`src/rtl/bcd_rtc_pkg.sv`:
```
package bcd_rtc_pkg;

  localparam int DIG_W      = 4;
  localparam int ADDR_W     = 4;
  localparam int NUM_DIGITS = 13;
  localparam int BIN_W      = 7;
  localparam int RATE_N     = 4;

  typedef logic [DIG_W-1:0] digit_t;
  typedef logic [BIN_W-1:0] bin_t;

  // digit slots; the order is the host-visible address map
  localparam int IX_SEC_U = 0;
  localparam int IX_SEC_T = 1;
  localparam int IX_MIN_U = 2;
  localparam int IX_MIN_T = 3;
  localparam int IX_HR_U  = 4;
  localparam int IX_HR_T  = 5;
  localparam int IX_DAY_U = 6;
  localparam int IX_DAY_T = 7;
  localparam int IX_MON_U = 8;
  localparam int IX_MON_T = 9;
  localparam int IX_YR_U  = 10;
  localparam int IX_YR_T  = 11;
  localparam int IX_WDAY  = 12;

  localparam logic [ADDR_W-1:0] ADR_CTL_D = ADDR_W'(13);
  localparam logic [ADDR_W-1:0] ADR_CTL_E = ADDR_W'(14);
  localparam logic [ADDR_W-1:0] ADR_CTL_F = ADDR_W'(15);

  localparam digit_t CTL_E_INIT = 4'b0001;

  function automatic bin_t pair_to_bin(digit_t tens, digit_t units);
    return bin_t'(tens) * bin_t'(10) + bin_t'(units);
  endfunction

  function automatic logic [2*DIG_W-1:0] bin_to_pair(bin_t v);
    bin_t t;
    bin_t u;
    t = v / bin_t'(10);
    u = v % bin_t'(10);
    return {t[DIG_W-1:0], u[DIG_W-1:0]};
  endfunction

  function automatic bin_t days_in_month(bin_t mon, bin_t yr);
    case (mon)
      bin_t'(2):                           return (yr[1:0] == 2'b00) ? bin_t'(29) : bin_t'(28);
      bin_t'(4), bin_t'(6), bin_t'(9), bin_t'(11): return bin_t'(30);
      default:                             return bin_t'(31);
    endcase
  endfunction

  // 12-hour digits (tens bit2 = PM, tens bit0 = tens digit) to 0..23
  function automatic bin_t hour12_to_24(digit_t tens, digit_t units);
    bin_t h12;
    bin_t base;
    h12  = pair_to_bin({3'b000, tens[0]}, units);
    base = (h12 == bin_t'(12)) ? bin_t'(0) : h12;
    return base + (tens[2] ? bin_t'(12) : bin_t'(0));
  endfunction

  function automatic logic [2*DIG_W-1:0] hour24_to_12(bin_t h);
    logic pm;
    bin_t r;
    logic [2*DIG_W-1:0] p;
    pm = (h >= bin_t'(12));
    r  = pm ? h - bin_t'(12) : h;
    if (r == bin_t'(0)) r = bin_t'(12);
    p  = bin_to_pair(r);
    return {1'b0, pm, 1'b0, p[DIG_W], p[DIG_W-1:0]};
  endfunction

endpackage

```
`src/rtl/bcd_rtc_timekeep.sv`:
```
module bcd_rtc_timekeep
  import bcd_rtc_pkg::*;
#(
  parameter int NDIG = NUM_DIGITS,
  parameter int AW   = ADDR_W
) (
  input  logic                        clk,
  input  logic                        rst,
  input  logic                        advance,
  input  logic                        adjust,
  input  logic                        wr_en,
  input  logic [AW-1:0]               wr_addr,
  input  digit_t                      wr_data,
  input  logic                        mode24,
  input  logic                        sec_clear,
  output logic [NDIG-1:0][DIG_W-1:0]  digits,
  output logic                        min_carry,
  output logic                        hour_carry
);

  bin_t   sec, mnt, hr, day, mon, yr;
  digit_t wday;
  logic   c_min, c_hr, c_day, c_mon;
  logic [NDIG-1:0][DIG_W-1:0] nxt;

  always_comb begin
    sec  = pair_to_bin(digits[IX_SEC_T], digits[IX_SEC_U]);
    mnt  = pair_to_bin(digits[IX_MIN_T], digits[IX_MIN_U]);
    hr   = mode24 ? pair_to_bin(digits[IX_HR_T], digits[IX_HR_U])
                  : hour12_to_24(digits[IX_HR_T], digits[IX_HR_U]);
    day  = pair_to_bin(digits[IX_DAY_T], digits[IX_DAY_U]);
    mon  = pair_to_bin(digits[IX_MON_T], digits[IX_MON_U]);
    yr   = pair_to_bin(digits[IX_YR_T], digits[IX_YR_U]);
    wday = digits[IX_WDAY];
    c_min = 1'b0;
    c_hr  = 1'b0;
    c_day = 1'b0;
    c_mon = 1'b0;

    if (adjust) begin
      c_min = (sec >= bin_t'(30));
      sec   = '0;
    end else if (advance) begin
      if (sec >= bin_t'(59)) begin
        sec   = '0;
        c_min = 1'b1;
      end else sec = sec + bin_t'(1);
    end

    if (c_min) begin
      if (mnt >= bin_t'(59)) begin
        mnt  = '0;
        c_hr = 1'b1;
      end else mnt = mnt + bin_t'(1);
    end

    if (c_hr) begin
      if (hr >= bin_t'(23)) begin
        hr    = '0;
        c_day = 1'b1;
      end else hr = hr + bin_t'(1);
    end

    if (c_day) begin
      wday = (wday >= digit_t'(6)) ? digit_t'(0) : wday + digit_t'(1);
      if (day >= days_in_month(mon, yr)) begin
        day   = bin_t'(1);
        c_mon = 1'b1;
      end else day = day + bin_t'(1);
    end

    if (c_mon) begin
      if (mon >= bin_t'(12)) begin
        mon = bin_t'(1);
        yr  = (yr >= bin_t'(99)) ? bin_t'(0) : yr + bin_t'(1);
      end else mon = mon + bin_t'(1);
    end

    nxt = digits;
    {nxt[IX_SEC_T], nxt[IX_SEC_U]} = bin_to_pair(sec);
    {nxt[IX_MIN_T], nxt[IX_MIN_U]} = bin_to_pair(mnt);
    {nxt[IX_HR_T],  nxt[IX_HR_U]}  = mode24 ? bin_to_pair(hr) : hour24_to_12(hr);
    {nxt[IX_DAY_T], nxt[IX_DAY_U]} = bin_to_pair(day);
    {nxt[IX_MON_T], nxt[IX_MON_U]} = bin_to_pair(mon);
    {nxt[IX_YR_T],  nxt[IX_YR_U]}  = bin_to_pair(yr);
    nxt[IX_WDAY] = wday;

    // host write takes the digit it addresses, even during an advance
    if (wr_en && (wr_addr < AW'(NDIG))) nxt[wr_addr] = wr_data;

    if (sec_clear) begin
      nxt[IX_SEC_U] = '0;
      nxt[IX_SEC_T] = '0;
    end
  end

  assign min_carry  = c_min;
  assign hour_carry = c_hr;

  always_ff @(posedge clk) begin
    if (rst) begin
      digits           <= '0;
      digits[IX_DAY_U] <= digit_t'(1);
      digits[IX_MON_U] <= digit_t'(1);
    end else begin
      digits <= nxt;
    end
  end

endmodule

```
`src/rtl/bcd_rtc_periodic.sv`:
```
module bcd_rtc_periodic
  import bcd_rtc_pkg::*;
#(
  parameter int NSRC   = RATE_N,
  localparam int SEL_W = $clog2(NSRC)
) (
  input  logic            clk,
  input  logic            rst,
  input  logic [NSRC-1:0] events,
  input  logic            cfg_wr,
  input  digit_t          cfg_data,
  input  logic            flag_clr,
  output digit_t          cfg,
  output logic            flag,
  output logic            irq
);

  logic   armed, hit, flag_nxt;
  digit_t cfg_nxt;

  always_comb begin
    armed    = (cfg[1:0] == 2'b00);
    hit      = armed && events[cfg[DIG_W-1 -: SEL_W]];
    cfg_nxt  = cfg_wr ? cfg_data : cfg;
    // a new event beats a host clear in the same cycle
    flag_nxt = hit ? 1'b1 : (flag_clr ? 1'b0 : flag);
  end

  always_ff @(posedge clk) begin
    if (rst) begin
      cfg  <= CTL_E_INIT;
      flag <= 1'b0;
      irq  <= 1'b0;
    end else begin
      cfg  <= cfg_nxt;
      flag <= flag_nxt;
      irq  <= flag_nxt && (cfg_nxt[1:0] == 2'b00);
    end
  end

endmodule

```
`src/rtl/bcd_rtc.sv`:
```
module bcd_rtc
  import bcd_rtc_pkg::*;
(
  input  logic              clk,
  input  logic              rst,
  input  logic              tick_1hz,
  input  logic              tick_64hz,
  input  logic [ADDR_W-1:0] bus_addr,
  input  logic [DIG_W-1:0]  bus_wdata,
  input  logic              bus_wr,
  input  logic              bus_rd,
  output logic [DIG_W-1:0]  bus_rdata,
  output logic              irq
);

  logic wr_d, wr_e, wr_f, is_digit;
  logic hold_q, busy_q, pend_q;
  logic test_q, mode24_q, stop_q, rstb_q;
  logic adv, adj;
  logic min_carry, hour_carry, flag;
  digit_t cfg_e;
  logic [NUM_DIGITS-1:0][DIG_W-1:0] digits;

  assign wr_d     = bus_wr && (bus_addr == ADR_CTL_D);
  assign wr_e     = bus_wr && (bus_addr == ADR_CTL_E);
  assign wr_f     = bus_wr && (bus_addr == ADR_CTL_F);
  assign is_digit = bus_addr < ADDR_W'(NUM_DIGITS);
  assign adj      = wr_d && bus_wdata[3];
  assign adv      = !hold_q && !stop_q && !rstb_q && (tick_1hz || pend_q);

  bcd_rtc_timekeep #(.NDIG(NUM_DIGITS), .AW(ADDR_W)) u_time (
    .clk        (clk),
    .rst        (rst),
    .advance    (adv),
    .adjust     (adj),
    .wr_en      (bus_wr),
    .wr_addr    (bus_addr),
    .wr_data    (bus_wdata),
    .mode24     (mode24_q),
    .sec_clear  (rstb_q),
    .digits     (digits),
    .min_carry  (min_carry),
    .hour_carry (hour_carry)
  );

  bcd_rtc_periodic #(.NSRC(RATE_N)) u_periodic (
    .clk      (clk),
    .rst      (rst),
    .events   ({hour_carry, min_carry, adv, tick_64hz}),
    .cfg_wr   (wr_e),
    .cfg_data (bus_wdata),
    .flag_clr (wr_d && !bus_wdata[2]),
    .cfg      (cfg_e),
    .flag     (flag),
    .irq      (irq)
  );

  always_ff @(posedge clk) begin
    if (rst) begin
      hold_q   <= 1'b0;
      busy_q   <= 1'b0;
      pend_q   <= 1'b0;
      test_q   <= 1'b0;
      mode24_q <= 1'b1;
      stop_q   <= 1'b0;
      rstb_q   <= 1'b0;
    end else begin
      busy_q <= adv;
      pend_q <= hold_q && (pend_q || tick_1hz);
      if (wr_d) hold_q <= bus_wdata[0];
      if (wr_f) begin
        test_q <= bus_wdata[3];
        stop_q <= bus_wdata[1];
        rstb_q <= bus_wdata[0];
        if (rstb_q && !bus_wdata[0]) mode24_q <= bus_wdata[2];
      end
    end
  end

  always_ff @(posedge clk) begin
    if (rst) begin
      bus_rdata <= '0;
    end else if (bus_rd) begin
      if (is_digit)                     bus_rdata <= digits[bus_addr];
      else if (bus_addr == ADR_CTL_D)   bus_rdata <= {1'b0, flag, busy_q, hold_q};
      else if (bus_addr == ADR_CTL_E)   bus_rdata <= cfg_e;
      else                              bus_rdata <= {test_q, mode24_q, stop_q, rstb_q};
    end
  end

endmodule

```
`config.mk`:
```
export PLATFORM = sky130hd
export DESIGN_NAME = bcd_rtc
export DESIGN_NICKNAME = d
export VERILOG_FILES = /design/src/rtl/bcd_rtc_pkg.sv /design/src/rtl/bcd_rtc_timekeep.sv /design/src/rtl/bcd_rtc_periodic.sv /design/src/rtl/bcd_rtc.sv
export SDC_FILE = /design/constraint.sdc
export NUM_CORES = 1
export LEC_CHECK = 0
export BUFFER_PORTS_ARGS = -buffer_cell sky130_fd_sc_hd__buf_2
export CORE_ASPECT_RATIO = 1.25
export CORE_MARGIN = 5
export CORE_UTILIZATION = 42
export CTS_BUF_LIST = sky130_fd_sc_hd__clkbuf_2 sky130_fd_sc_hd__clkbuf_4 sky130_fd_sc_hd__clkbuf_8
export DETAILED_ROUTE_END_ITERATION = 6
export SYNTH_ARGS = -nofsm -noshare
export SYNTH_HDL_FRONTEND = slang
export SYNTH_SLANG_ARGS = --single-unit
```
`constraint.sdc`:
```
create_clock -name clk -period 9.83 [get_ports clk]
set_input_delay 1.4745 -clock clk [delete_from_list [all_inputs] [get_ports clk]]
set_output_delay 1.4745 -clock clk [all_outputs]
set_load 0.005 [all_outputs]
```
==> Word level (Yosys, flattened, before mapping) <==
Index checks and enable logic that the tools add are counted.
{ "op_classes": {"add_sub_neg": 16, "order_cmp": 13, "n_div": 14, "multipliers": 7, "n_mux": 48, "n_eq_ne": 9, "reduce_logical": 27} }
{ "ops": {"columns": ["cell", "n"], "rows": [
  ["$mux W7", 19],
  ["$bwmux W52", 1],
  ["$mux W52", 1],
  ["$div A7 B4 Y7 const B", 7],
  ["$mod A7 B4 Y7 const B", 7],
  ["$add A7 B1 Y7 const B", 6],
  ["$add A7 B4 Y7", 6],
  ["$mul A4 B3 Y6 const B", 6],
  ["$mux W4", 8],
  ["$eq A7 B4 Y1 const B", 3],
  ["$bmux W4 S4", 1],
  ["$demux W4 S4", 1],
  ["$eq A7 B3 Y1 const B", 2],
  ["$ge A7 B4 Y1 const B", 2],
  ["$ge A7 B5 Y1 const B", 2],
  ["$ge A7 B6 Y1 const B", 2],
  ["$logic_and A1 B1 Y1", 14],
  ["$pmux W7 S2", 1],
  ["$mux W1", 13],
  ["$eq A4 B4 Y1 const B", 3],
  ["$mux W8", 1],
  ["$add A7 B7 Y7", 1],
  ["$eq A7 B2 Y1 const B", 1],
  ["$ge A7 B7 Y1", 1],
  ["19 further kinds", 25]
]} }
{ "word_totals": {"ff_bits": 69, "out_inout_bits": 5, "inputBits": 14, "wordCells": 159} }

==> Logic depth before layout (Yosys ltp) <==
{ "depth": {"ltp_word": 17, "ltp_mapped": 40} }

==> Modules after synthesis <==
From an unflattened synthesis, not the netlist that was laid out.
{ "unflattened": {"cells_unflattened": 1231, "hier_area_um2": 9466.6} }
{ "by_module_without_submodules": {"columns": ["mod", "cells_each", "area_each_um2", "n_inst"], "rows": [
  ["bcd_rtc_timekeep", 1101, 8204.1, 1],
  ["bcd_rtc", 108, 1011.0, 1],
  ["bcd_rtc_periodic", 22, 251.5, 1]
]} }

==> Worst setup path after synthesis <==
Ideal clock, no wire load.
{ "synth_timing": {"kind": "input-to-reg", "startpoint": "input bus_wr", "endpoint": "register u_time.digits[18] in the netlist's numbering", "setup_time_ps": 79, "path_slack_ps": 1605, "n_path_buf": 5, "arrival_ps": 8145, "stages": 36, "path_cell_list": "clkbuf_1 nand2_1 or3_1 o31ai_4 o32a_1 buf_4 buf_6 nand2_4 o32ai_4 ha_1 inv_1 a2111o_1 and3_1 clkbuf_1 o31ai_4 a211oi_2 a21oi_2 clkinv_2 ha_1 o22ai_1 and2_1 clkbuf_1 nor2_1 nor3_1 ha_1 inv_1 a21oi_1 nand2b_1 o221ai_1 o22ai_1 xnor2_1 ha_1 o32ai_1 a31o_2 o21a_1 a211oi_2"} }
{ "synth_between": {"elab_chain_len": 13, "word_cells_on_any_way": 16, "cone_classes": "1 x add/sub; 2 x div; 1 x order compare; 8 x mux; 4 x reduce/logical"} }
{ "synth_lines": {"columns": ["item", "line", "source"], "rows": [
  ["start: declaration", "bcd_rtc.sv:10", "input logic bus_wr,"],
  ["$logic_and A1 B1 Y1", "bcd_rtc.sv:24", "assign wr_d = bus_wr && (bus_addr == ADR_CTL_D);"],
  ["$logic_and A1 B1 Y1", "bcd_rtc.sv:28", "assign adj = wr_d && bus_wdata[3];"],
  ["$mux W1", "bcd_rtc_timekeep.sv:40", "if (adjust) begin"],
  ["$mux W1", "bcd_rtc_timekeep.sv:50", "if (c_min) begin"],
  ["$mux W7", "bcd_rtc_timekeep.sv:57", "if (c_hr) begin"],
  ["$sub A7 B4 Y7 or $ge A7 B4 Y1 (tied branches)", "bcd_rtc_pkg.sv:67, bcd_rtc_pkg.sv:66", null],
  ["$mux W7", "bcd_rtc_pkg.sv:67", "r = pm ? h - bin_t'(12) : h;"],
  ["$logic_not A7 Y1", "bcd_rtc_pkg.sv:68", "if (r == bin_t'(0)) r = bin_t'(12);"],
  ["$mux W7", "bcd_rtc_pkg.sv:68", null],
  ["$mod A7 B4 Y7", "bcd_rtc_pkg.sv:41", "u = v % bin_t'(10);"],
  ["$mux W8", "bcd_rtc_timekeep.sv:82", "{nxt[IX_HR_T], nxt[IX_HR_U]} = mode24 ? bin_to_pair(hr) : hour24_to_12(hr);"],
  ["$bwmux W52", "bcd_rtc_timekeep.sv:89", "if (wr_en && (wr_addr < AW'(NDIG))) nxt[wr_addr] = wr_data;"],
  ["$mux W52 *", "bcd_rtc_timekeep.sv:89", null],
  ["end signal: indexed assignment", "bcd_rtc_timekeep.sv:103", "digits[IX_DAY_U] <= digit_t'(1);"],
  ["end signal: indexed assignment", "bcd_rtc_timekeep.sv:104", "digits[IX_MON_U] <= digit_t'(1);"],
  ["end signal: assignment", "bcd_rtc_timekeep.sv:106", "digits <= nxt;"],
  ["end: declaration", "bcd_rtc_timekeep.sv:16", "output logic [NDIG-1:0][DIG_W-1:0] digits,"]
]} }
Every way passes the cells marked *; elsewhere a longest branch is shown, timed or not.
A chain may end at the register's enable or synchronous reset.

==> Worst setup path in the final report <==
{ "layout_timing": {"startpoint": "register u_time.digits[19] in the netlist's numbering", "endpoint": "register u_time.digits[17] in the netlist's numbering"} }
{ "layout_between": {"elab_chain_len": 16, "word_cells_on_any_way": 20, "cone_classes": "5 x add/sub; 2 x div; 2 x order compare; 1 x eq/ne; 9 x mux; 1 x reduce/logical"} }
{ "layout_lines": {"columns": ["item", "line", "source"], "rows": [
  ["$add A5 B4 Y6", "bcd_rtc_pkg.sv:34", "return bin_t'(tens) * bin_t'(10) + bin_t'(units);"],
  ["$eq A7 B4 Y1", "bcd_rtc_pkg.sv:58", "base = (h12 == bin_t'(12)) ? bin_t'(0) : h12;"],
  ["$mux W7", "bcd_rtc_pkg.sv:58", null],
  ["$add A7 B7 Y7", "bcd_rtc_pkg.sv:59", "return base + (tens[2] ? bin_t'(12) : bin_t'(0));"],
  ["$mux W7 *", "bcd_rtc_timekeep.sv:29", "hr = mode24 ? pair_to_bin(digits[IX_HR_T], digits[IX_HR_U])"],
  ["$add A7 B1 Y7 or $ge A7 B5 Y1 (tied branches)", "bcd_rtc_timekeep.sv:61, bcd_rtc_timekeep.sv:58", null],
  ["$mux W7", "bcd_rtc_timekeep.sv:58", "if (hr >= bin_t'(23)) begin"],
  ["$mux W7 *", "bcd_rtc_timekeep.sv:57", null],
  ["$sub A7 B4 Y7 or $ge A7 B4 Y1 (tied branches)", "bcd_rtc_pkg.sv:67, bcd_rtc_pkg.sv:66", null],
  ["$mux W7", "bcd_rtc_pkg.sv:67", null],
  ["$logic_not A7 Y1", "bcd_rtc_pkg.sv:68", null],
  ["$mux W7", "bcd_rtc_pkg.sv:68", null],
  ["$mod A7 B4 Y7", "bcd_rtc_pkg.sv:41", null],
  ["$mux W8 *", "bcd_rtc_timekeep.sv:82", null],
  ["$bwmux W52", "bcd_rtc_timekeep.sv:89", null],
  ["$mux W52 *", "bcd_rtc_timekeep.sv:89", null]
]} }
Marks and branches as above.

==> run metrics <==
Final Cycle Share=between 90% and 100%; Tightest Pin Transition=between 700 and 800 ps; diodes inserted=0; unrepaired setup endpoints after global routing=no; Final Non-Filler Cells=between 1,000 and 1,500; slowest cell on the critical path=a211o_1; initial antenna violation count=1; crit path launch=u_time.digits[19]; drt first pass iters=6; Setup CP Type=reg -> reg; layout cell share with drive strength beyond 1=10.9%; Worst Path Max Fanout=8; die extent in x=between 100 and 150 um; Layout fillers=~2,200; Crit path top cell by count=ha_1; relative slew slack=48.5%; Die ar.=~25,000 sq um; Max Slew Vio Count=0; CTS tree=yes; Num CTS Buffers=9; Pint=between 1 and 1.5 mW; post-CTS setup buffer count=0; # setup viols final=0; clock slew at reported path FFs=around 70 ps; latest clock arrival within the worst-skew pair=~370 ps; DRT antenna net count=0; DR vias=about 9,000; Wirelength per Cell=18.6 um; Reg-to-Reg Start=u_time.digits[19]; DRC=0; Fmax=110 MHz; largest register by flop count=u_time.digits; cell area after layout=just under 10,000 sq um; CP arrival=~9400 ps; leading area contributor after synthesis=dfxtp_1; Async S/R FF share, synth=0%; Worst setup SP type=register; flop2flop setup slack=700 ps; Placed Area=roughly 9500 sq um; Reg2Reg Depth=38; synthesized area=roughly 9200 sq um; Min Hold Slack=slightly below 500 ps; Setup WS pre-CTS=about 680 ps; syn_nets=1,301; Avg Vias per Cell=slightly above 6; clock skew=roughly 13 ps; Seq/Total Area, Yosys=15.1%; Reg power frac=14.7%; Clk pwr share=under 10%; Hold Path Class=reg -> reg; clock sink total=a little under 70; initial drt markers=a little over 600; RD Place Congestion=around 0.87; largest net degree at the start of global routing=65; Hold Buf Count CTS=0; Critical Path RT=around 10,000 ps; H-tree levels=3; Yosys top cell area share=about 15%; area growth from synthesis to layout=5.36%; Final min period=just over 9000 ps; Final TNS setup=0 ps; Max Cap Viol=0; Worst Setup End Kind=register; Final nets=1,288; Yosys Warn Count=0; Mapped Cells=between 1,000 and 1,500; Top Registers=u_time.digits: 52 flops, bus_rdata: 4 flops, u_periodic.cfg: 4 flops; Comb pwr share=slightly below 80%; IO buf count=18; Global Route Usage Sum=a little over a fifth; hold wc startpoint=bus_rdata[2]; critical path capture point=u_time.digits[17]; hpwl dp=roughly 21,000 um; slowest stage delay, CP=approximately 450 ps; Sw Share=around 51%; status=finished clean; LEAKAGE=between 3 and 4 nW; Psw=around 1.3 mW; top cells by area, synth=dfxtp_1, ha_1, nor2_1, a21oi_1, nand2_1; EDFF count, synth=0; Synth Flop Type=dfxtp_1; Cell variety after synth=between 100 and 150; Final Hold Viols=0; final WL=roughly 27,000 um; Avg Cell Area, Syn=~7.7 sq um; Initial Util=42.6%; I/O pins=19; CTS root buffer=clkbuf_8; vias in the first global route=8,699; # rows=60; final worst slack=slightly above 700 ps; Congestion Overflow GR=0; max reg flops=52; Die Ht=roughly 180 um; # resized after CTS=0; pwr/cell area=266 nW/um^2; r2r endpoint=u_time.digits[17]; Cells after DPL=1,445; first-pass GRT wire length=between 40,000 and 50,000 um; Core ar.=~22,000 sq um; CTS max path bufs=2; Max VDD drop=0.000198 V; post-synthesis register bit count=approximately 70
## layout by cell type (no fill, tap or decap), drive strengths merged, types with 16 or more instances in the layout
cell type | Yosys | final
nand2b | 20 | 20
dfxtp | 69 | 69
a21oi | 89 | 89
inv | 50 | 50
xor2 | 17 | 17
mux2i | 25 | 25
nor3 | 42 | 42
nand3 | 45 | 45
a31oi | 24 | 24
a211oi | 47 | 47
mux4 | 16 | 16
nand4 | 16 | 16
nand2 | 99 | 99
ha | 84 | 84
buf | 23 | 33
o21ai | 61 | 61
o211ai | 17 | 17
nor2 | 129 | 129
xnor2 | 35 | 35
## synthesized netlist by cell type (all sizes together), types with 5 or more instances
cell type and count:
a211o 11, a211oi 47, a21boi 9, a21o 12
a21oi 89, a31oi 24, and2 15, and3 15
buf 23, clkbuf 34, dfxtp 69, fa 13
ha 84, inv 50, mux2 11, mux2i 25
mux4 16, nand2 99, nand2b 20, nand3 45
nand4 16, nor2 129, nor2b 12, nor3 42
nor3b 6, nor4 8, o211ai 17, o21a 9
o21ai 61, o22ai 12, o31ai 12, o32ai 5
or2 6, or3 11, xnor2 35, xor2 17
## routing by layer
| metal | share of wire [%] | vias up | track usage (%) |
|---|---|---|---|
| li1 | - | 4428 | - |
| met2 | 48 | 262 | 37.1 |
| met1 | 43 | 4281 | 27.4 |
| met4 | 3.3 | 2 | 7.28 |
| met5 | 0.048 | - | 0 |
| met3 | 5.4 | 58 | 3.89 |
## logic make-up (layout without fill, tap and decap cells)
family	after synthesis	after routing	share of synthesized area [%]
fa+ha+maj	100	100	14.6
mux	52	52	8.05
flops	69	69	15.1
simple gates	441	441	24.1
buf+inv	108	100	4.77
xor+xnor	52	52	4.96
compound gates	368	368	28.5
## stage by stage
stage / power (mW) / util, %
2_1_floorplan: 1.95 / -
3_3_place_gp: 2.32 / 44.0
3_5_place_dp: 2.34 / 44.0
4_1_cts: 2.57 / 44.9
5_1_grt: 2.85 / 44.9
6_report: 2.57 / 44.9
## how the worst min path moves through the flow
stage	end	depth (start not counted)
final	bus_rdata[2]	2
after global routing	test_q	2
after CTS	bus_rdata[2]	2
after detailed placement	bus_rdata[2]	2
after global placement	test_q	2
after floorplan	test_q	2
## cell type report
| type | instances | area [sq um] | area share (%) |
|---|---|---|---|
| well taps | 279 | 349 | 3.61 |
| clock inverters | 4 | 23.8 | 0.246 |
| clock buffers | 12 | 153 | 1.58 |
| flip-flops and latches | 69 | 1380 | 14.3 |
| multi-input cells | 1013 | 7360 | 76.2 |
| inverters | 51 | 195 | 2.02 |
| repair buffers | 33 | 203 | 2.10 |
## critical path: cells and delay by family, from the launching register on
kind | cells | cell delay (ps)
AO/OA/AOI/OAI | 18 | 4300
adder cells (fa/ha/maj) | 7 | 1970
AND/OR/NAND/NOR | 7 | 1400
buffers and inverters | 4 | 530
flip-flops | 1 | 410
XOR/XNOR | 1 | 290
multiplexers | 1 | 130
## power by group through the flow
stage | registers [mW] | logic (mW) | clock network, mW
4_1_cts | 0.378 | 1.97 | 0.221
6_report | 0.378 | 1.97 | 0.216
3_3_place_gp | 0.385 | 1.94 | 0
3_5_place_dp | 0.384 | 1.95 | 0
2_1_floorplan | 0.364 | 1.59 | 0
5_1_grt | 0.384 | 2.24 | 0.233
(Power assumes the default switching activity.)
